## config.mk

```make
export PLATFORM = sky130hd
export DESIGN_NAME = panel_pwr_seq
export DESIGN_NICKNAME = d
export VERILOG_FILES = /design/src/rtl/panel_pwr_seq_pkg.sv /design/src/rtl/settle_timer.sv /design/src/rtl/seq_fsm.sv /design/src/rtl/panel_pwr_seq.sv
export SDC_FILE = /design/constraint.sdc
export NUM_CORES = 1
export LEC_CHECK = 0
export ABC_CLOCK_PERIOD_IN_PS = 1800
export BUFFER_PORTS_ARGS = -buffer_cell sky130_fd_sc_hd__buf_4
export CORE_AREA = 2 2 39 41
export DETAILED_ROUTE_END_ITERATION = 8
export DIE_AREA = 0 0 41 43
export GPL_ROUTABILITY_DRIVEN = 0
export HOLD_SLACK_MARGIN = 0.08
export PLACE_DENSITY = 0.55
export SYNTH_ARGS = -nofsm -noshare
export SYNTH_HDL_FRONTEND = slang
export SYNTH_SLANG_ARGS = --single-unit
```

## constraint.sdc

```tcl
create_clock -name clk -period 1.8 [get_ports clk]
set_input_delay 0.45 -clock clk [delete_from_list [all_inputs] [get_ports clk]]
set_output_delay 0.45 -clock clk [all_outputs]
set_load 0.1 [all_outputs]
```

## src/rtl/panel_pwr_seq_pkg.sv

```systemverilog
package panel_pwr_seq_pkg;

    typedef enum logic [1:0] {
        ST_OFF   = 2'd0,
        ST_RAISE = 2'd1,
        ST_ON    = 2'd2,
        ST_LOWER = 2'd3
    } seq_state_e;

    typedef struct packed {
        seq_state_e state;
    } fsm_regs_t;

endpackage

```

## src/rtl/settle_timer.sv

```systemverilog
module settle_timer #(
    parameter int DELAY_TICKS = 20
) (
    input  logic clk,
    input  logic rst_n,
    input  logic restart_i,
    input  logic tick_i,
    output logic done_o
);
    localparam int CW   = (DELAY_TICKS < 2) ? 1 : $clog2(DELAY_TICKS);
    localparam int LAST = DELAY_TICKS - 1;

    typedef struct packed {
        logic [CW-1:0] cnt;
    } tmr_regs_t;

    tmr_regs_t r_d, r_q;

    always_comb begin
        r_d = r_q;
        if (restart_i) begin
            r_d.cnt = '0;
        end else if (tick_i && (r_q.cnt != CW'(LAST))) begin
            r_d.cnt = r_q.cnt + 1'b1;
        end
    end

    always_ff @(posedge clk) begin
        if (!rst_n) begin
            r_q <= '0;
        end else begin
            r_q <= r_d;
        end
    end

    assign done_o = tick_i && !restart_i && (r_q.cnt == CW'(LAST));

endmodule

```

## src/rtl/seq_fsm.sv

```systemverilog
module seq_fsm
    import panel_pwr_seq_pkg::*;
(
    input  logic       clk,
    input  logic       rst_n,
    input  logic       up_req_i,
    input  logic       down_req_i,
    input  logic       done_i,
    output logic       restart_o,
    output seq_state_e state_o
);
    fsm_regs_t r_d, r_q;

    always_comb begin
        r_d       = r_q;
        restart_o = 1'b0;
        unique case (r_q.state)
            ST_OFF: begin
                if (up_req_i) begin
                    r_d.state = ST_RAISE;
                    restart_o = 1'b1;
                end
            end
            ST_RAISE: begin
                if (down_req_i) begin
                    r_d.state = ST_LOWER;
                    restart_o = 1'b1;
                end else if (done_i) begin
                    r_d.state = ST_ON;
                end
            end
            ST_ON: begin
                if (down_req_i) begin
                    r_d.state = ST_LOWER;
                    restart_o = 1'b1;
                end
            end
            ST_LOWER: begin
                if (done_i) begin
                    r_d.state = ST_OFF;
                end
            end
            default: r_d.state = ST_OFF;
        endcase
    end

    always_ff @(posedge clk) begin
        if (!rst_n) begin
            r_q.state <= ST_OFF;
        end else begin
            r_q <= r_d;
        end
    end

    assign state_o = r_q.state;

endmodule

```

## src/rtl/panel_pwr_seq.sv

```systemverilog
module panel_pwr_seq
    import panel_pwr_seq_pkg::*;
#(
    parameter int DELAY_TICKS = 20
) (
    input  logic clk,
    input  logic rst_n,
    input  logic up_req_i,
    input  logic down_req_i,
    input  logic tick_i,
    output logic ctl_en_o,
    output logic panel_pwr_o,
    output logic busy_o,
    output logic frm_irq_en_o
);
    seq_state_e state;
    logic       restart;
    logic       done;

    seq_fsm u_fsm (
        .clk        (clk),
        .rst_n      (rst_n),
        .up_req_i   (up_req_i),
        .down_req_i (down_req_i),
        .done_i     (done),
        .restart_o  (restart),
        .state_o    (state)
    );

    settle_timer #(
        .DELAY_TICKS (DELAY_TICKS)
    ) u_tmr (
        .clk       (clk),
        .rst_n     (rst_n),
        .restart_i (restart),
        .tick_i    (tick_i),
        .done_o    (done)
    );

    assign ctl_en_o     = (state != ST_OFF);
    assign panel_pwr_o  = (state == ST_ON);
    assign busy_o       = (state == ST_RAISE) || (state == ST_LOWER);
    assign frm_irq_en_o = (state == ST_ON);

endmodule

```

# == Word-level counts from Yosys, hierarchy flattened ==
# Index checks and enable logic that the tools add are counted.
# word_totals
ff_bits,7
out_inout_bits,4
elab_cells,32
# op_classes
addsub,1
n_eq_ne,9
mux,9
bitwise_logic,1
n_reduce_logical,10
# op_table
op,count
two-way mux 2 bit,5
one-hot mux 2 bit (4 select lines),1
"!= test 2 bit, second input constant",3
"adder 5 x 1 -> 5 bit, second input constant",1
"== test 5 bit, second input constant",1
"!= test 5 bit, second input constant",1
"== test 2 bit, second input constant",2
AND reduction 4 bit,1
OR reduction 2 bit,2
logical AND 1 bit,3
"!= test 3 bit, second input constant",1
"== test 2 x 1 -> 1 bit, second input constant",1
logical NOT 2 bit,1
two-way mux 1 bit,2
one-hot mux 1 bit (2 select lines),1
nonzero test 2 bit,1
logical NOT 1 bit,1
logical OR 1 bit,1
NOT 1 bit,1

# == Logic depth before layout (Yosys ltp) ==
# logic_depth
word_depth,9
depth_mapped,6
depth_no_buf,6

# == Hierarchy ==
# A second synthesis with hierarchy kept.
# unflattened
hier_cells,58
area_unflattened_um2,505.5
# by_module_without_submodules
module,n_inst,cells_each,area_per_inst_um2,seq_area_each_um2
settle_timer,1,29,267.8,100.1
seq_fsm,1,25,214.0,40.0
panel_pwr_seq,1,4,23.8,0.0

# == Least setup slack after synthesis ==
# OpenSTA, ideal clock, no wires.
# synth_path
path_kind,reg-to-output
startpoint,reg u_fsm.state_o[0] (netlist name)
endpoint,out panel_pwr_o
t_arrival_ns,1.706
path_slack_ns,-0.356
stages_incl_launch_ff,4
n_path_buf,1
path_cell_list,dfxtp_1 inv_1 ha_1 buf_4
# synth_via
elab_chain_cells,1
# synth_lines
item,line,rtl
== test 2 bit,--,
end: declaration,panel_pwr_seq.sv:12,"output logic panel_pwr_o,"
# Every way passes these cells.

# == Final worst setup path ==
# layout_path
startpoint,reg u_fsm.state_o[1] (netlist name)
endpoint,out busy_o
# layout_via
elab_chain_cells,2
# layout_lines
item,line,rtl
== test 2 x 1 -> 1 bit or == test 2 bit (tied branches),panel_pwr_seq.sv:42,assign busy_o = (state == ST_RAISE) || (state == ST_LOWER);
logical OR 1 bit (*),panel_pwr_seq.sv:42,
end: declaration,panel_pwr_seq.sv:13,"output logic busy_o,"
# Mark *: on every way between the ends. The rest lies on a longest branch, timed or not.

==> reports/metrics.yaml <==
worst_hold_path:
  hold_class: "input pin to flop"
  hold_end: "u_fsm.state_o[0]$_SDFFE_PN0P_"
  hold_start: "rst_n"
  holdPathStages: 3
worst_setup_path:
  cp.arrival_ns: 1.31
  critPathMaxFanout: 4
  startpoint_type: "flop"
  regToRegSetupSlack_ns: 0.17
  r2r-start: "u_fsm.state_o[0]$_SDFFE_PN0P_"
  ff2ff_path_depth: 6
  end_kind: "output port"
  r2r-end: "u_fsm.state_o[0]$_SDFFE_PN0P_"
  critPathKind: "flop to output port"
  crit_required_ns: 1.35
floorplan:
  dieArea_mm2: 0.00176
  ios: 9
  initial_utilization: 0.343
  die_width_um: 41
  die_y_um: 43
  rows: 14
  core_region_area_mm2: 0.00138
cts:
  clock-sinks: 7
  clockRootBuffer: "clkbuf_4"
  clkLatencyLatePin_ns: 0.25
  cts_tree: "built"
  clockBufferDepth: 2
  htreeDepth: 1
  cts_made_buffers: 3
  cts_hold_buffers: 0
  cts_setup_buffers: 0
  clk_pin_slew_ns: 0.05
cells_and_area:
  stdcell_area_um2: 619
  final_core_util: 0.448
  drive_gt1_frac: 0.273
  nets: 78
  syn2layout_area_growth_pct: 30.6
  antenna_cells: 0
sta:
  finalCritPeriodShare: 0.977
  rsz0062_at_grt: "false"
  skew_ns: 0.00913
  max_freq_mhz: 568
  slew_violations: 0
  worst_pin_slew_ns: 0.384
  hold_viol: 0
  slew_headroom: 0.742
  min_period_ns: 1.76
  tns_ns: 0
  finalSetupViolCount: 0
detailed_routing:
  num_vias: 409
  wl_per_cell_um: 11.0
  drcViolationCount: 0
  drt_first_pass_iters: 4
  viasPerCell: 4.99
  ant_nets: 0
  drt_iter0_drc: 5
  finalWirelength_um: 903
synthesis:
  synth_cell_types: 23
  ys_ff_latch: 7
  netlist_area_um2: 474
  syn_area_per_cell_um2: 8.95
  ys_seq_area_frac: 0.296
  postSynthCellCount: 53
  ys_warn_count: 0
  syn-num-nets: 64
power:
  vdd_drop_max_uv: 766
  pwr-share-clk: 0.139
  pwr-share-comb: 0.667
  p_leak_nw: 0.280
  swShare: 0.538
  power_mw: 1.03
  power_density_mw_per_mm2: 1670
  p_switching_mw: 0.555
  intPower_mw: 0.477
  seqPwrFrac: 0.193
grt:
  grt_max_degree: 7
  overflow: 0
  grt_pass1_vias: 362
  grt_util_all_layers: 0.119
  antenna_found_initial: 0
  grt_pass1_wl_mm: 1.40
placed_design:
  port_buffers: 8
  dpl.hpwl_um: 710
  dpl_cell_area_um2: 574
run_status:
  status: "finished clean"
flow_run:
  cap_violations: 0
layout make-up:
class	count	area, um^2
clock buffer	3	22.5
tap	16	20.0
inverter	5	18.8
timing repair buffer	10	87.6
sequential	7	140
fill	137	764
multi-input combinational	40	325
clock inverter	1	5.00
worst max path at each step:
stage                                                to  slack, ns  depth (start not counted)                     startpoint
final                                            busy_o       0.04                          4  u_fsm.state_o[1]$_SDFFE_PN0P_
after global routing                             busy_o     0.0005                          4  u_fsm.state_o[1]$_SDFFE_PN0P_
after CTS                                        busy_o       0.03                          4  u_fsm.state_o[1]$_SDFFE_PN0P_
after detailed placement  u_fsm.state_o[0]$_SDFFE_PN0P_       0.20                          6  u_fsm.state_o[0]$_SDFFE_PN0P_
after global placement    u_fsm.state_o[0]$_SDFFE_PN0P_       0.22                          6  u_fsm.state_o[0]$_SDFFE_PN0P_
after floorplan                                  busy_o       0.03                          2  u_fsm.state_o[1]$_SDFFE_PN0P_
layout by cell type (no fill, tap or decap), types with 2 or more instances in the layout:
cell type,netlist,layout
buf_4,1,9
dfxtp_1,7,7
inv_1,5,5
xor2_1,4,4
nor2_1,4,4
a21oi_1,3,3
nand4_1,3,3
nand2_1,3,3
ha_1,6,3
clkbuf_4,0,3
o211a_1,2,2
nand2b_1,2,2
nand3_1,2,2
ha_2,0,2
power groups by stage:
stage	logic, mW	clock network [mW]	registers [mW]
CTS	0.691	0.152	0.199
finish	0.689	0.144	0.199
floorplan	0.523	0	0.207
global placement	0.653	0	0.202
global route	0.729	0.163	0.201
detailed placement	0.650	0	0.203
routing by layer:
layer  GRT usage  routed length, um
met5           0                  0
met4      0.0400                  0
met3      0.0628                 34
met2       0.166                426
met1       0.152                442
registers in the layout, indices dropped and copies added, names as in the netlist:
signal / count
u_tmr.r_q: 5
u_fsm.state_o: 2
logic make-up after synthesis:
group,Yosys count,share of synthesized area
and+or+nand+nor,18,0.219
adders and majority gates,6,0.158
buffers and inverters,6,0.0554
DFF,7,0.296
AOI/OAI and AO/OA,12,0.198
xor gates and xnor gates,4,0.0739
stage by stage:
stage	hold slack, ns	setup WS, ns	cells
final	0.471	0.0406	82
after global routing	0.470	0.000469	82
after floorplan	0.454	0.0258	53
after detailed placement	0.474	0.196	78
after global placement	0.474	0.224	78
after CTS	0.459	0.0260	82
cell usage after synthesis:
library cell	number	area [um^2]
nand2_1	3	11.3
a22oi_1	1	7.51
buf_4	1	7.51
a41oi_1	1	8.76
xor2_1	4	35.0
nor2_1	4	15.0
a211oi_2	1	12.5
and2_1	1	6.26
o221ai_1	1	8.76
dfxtp_1	7	140
a21oi_1	3	15.0
and4bb_1	1	12.5
ha_1	6	75.1
nand3_1	2	10.0
o21ai_1	1	5.00
o311ai_1	1	8.76
a211oi_1	1	7.51
nand4bb_1	1	11.3
or2_1	1	6.26
nand2b_1	2	12.5
o211a_1	2	20.0
nand4_1	3	18.8
inv_1	5	18.8
timing repair:
action                                  in CTS  in global routing
endpoints found under the setup margin       1                  1
pin swaps                                    1                  0
gates resized for setup                      4                  1
critical path: stages, from the launching register on:
cell	delay [ns]
dfxtp_1	0.31
buf_4	0.15
ha_2	0.19
or2_1	0.24
buf_12	0.17
(Power assumes the default switching activity.)
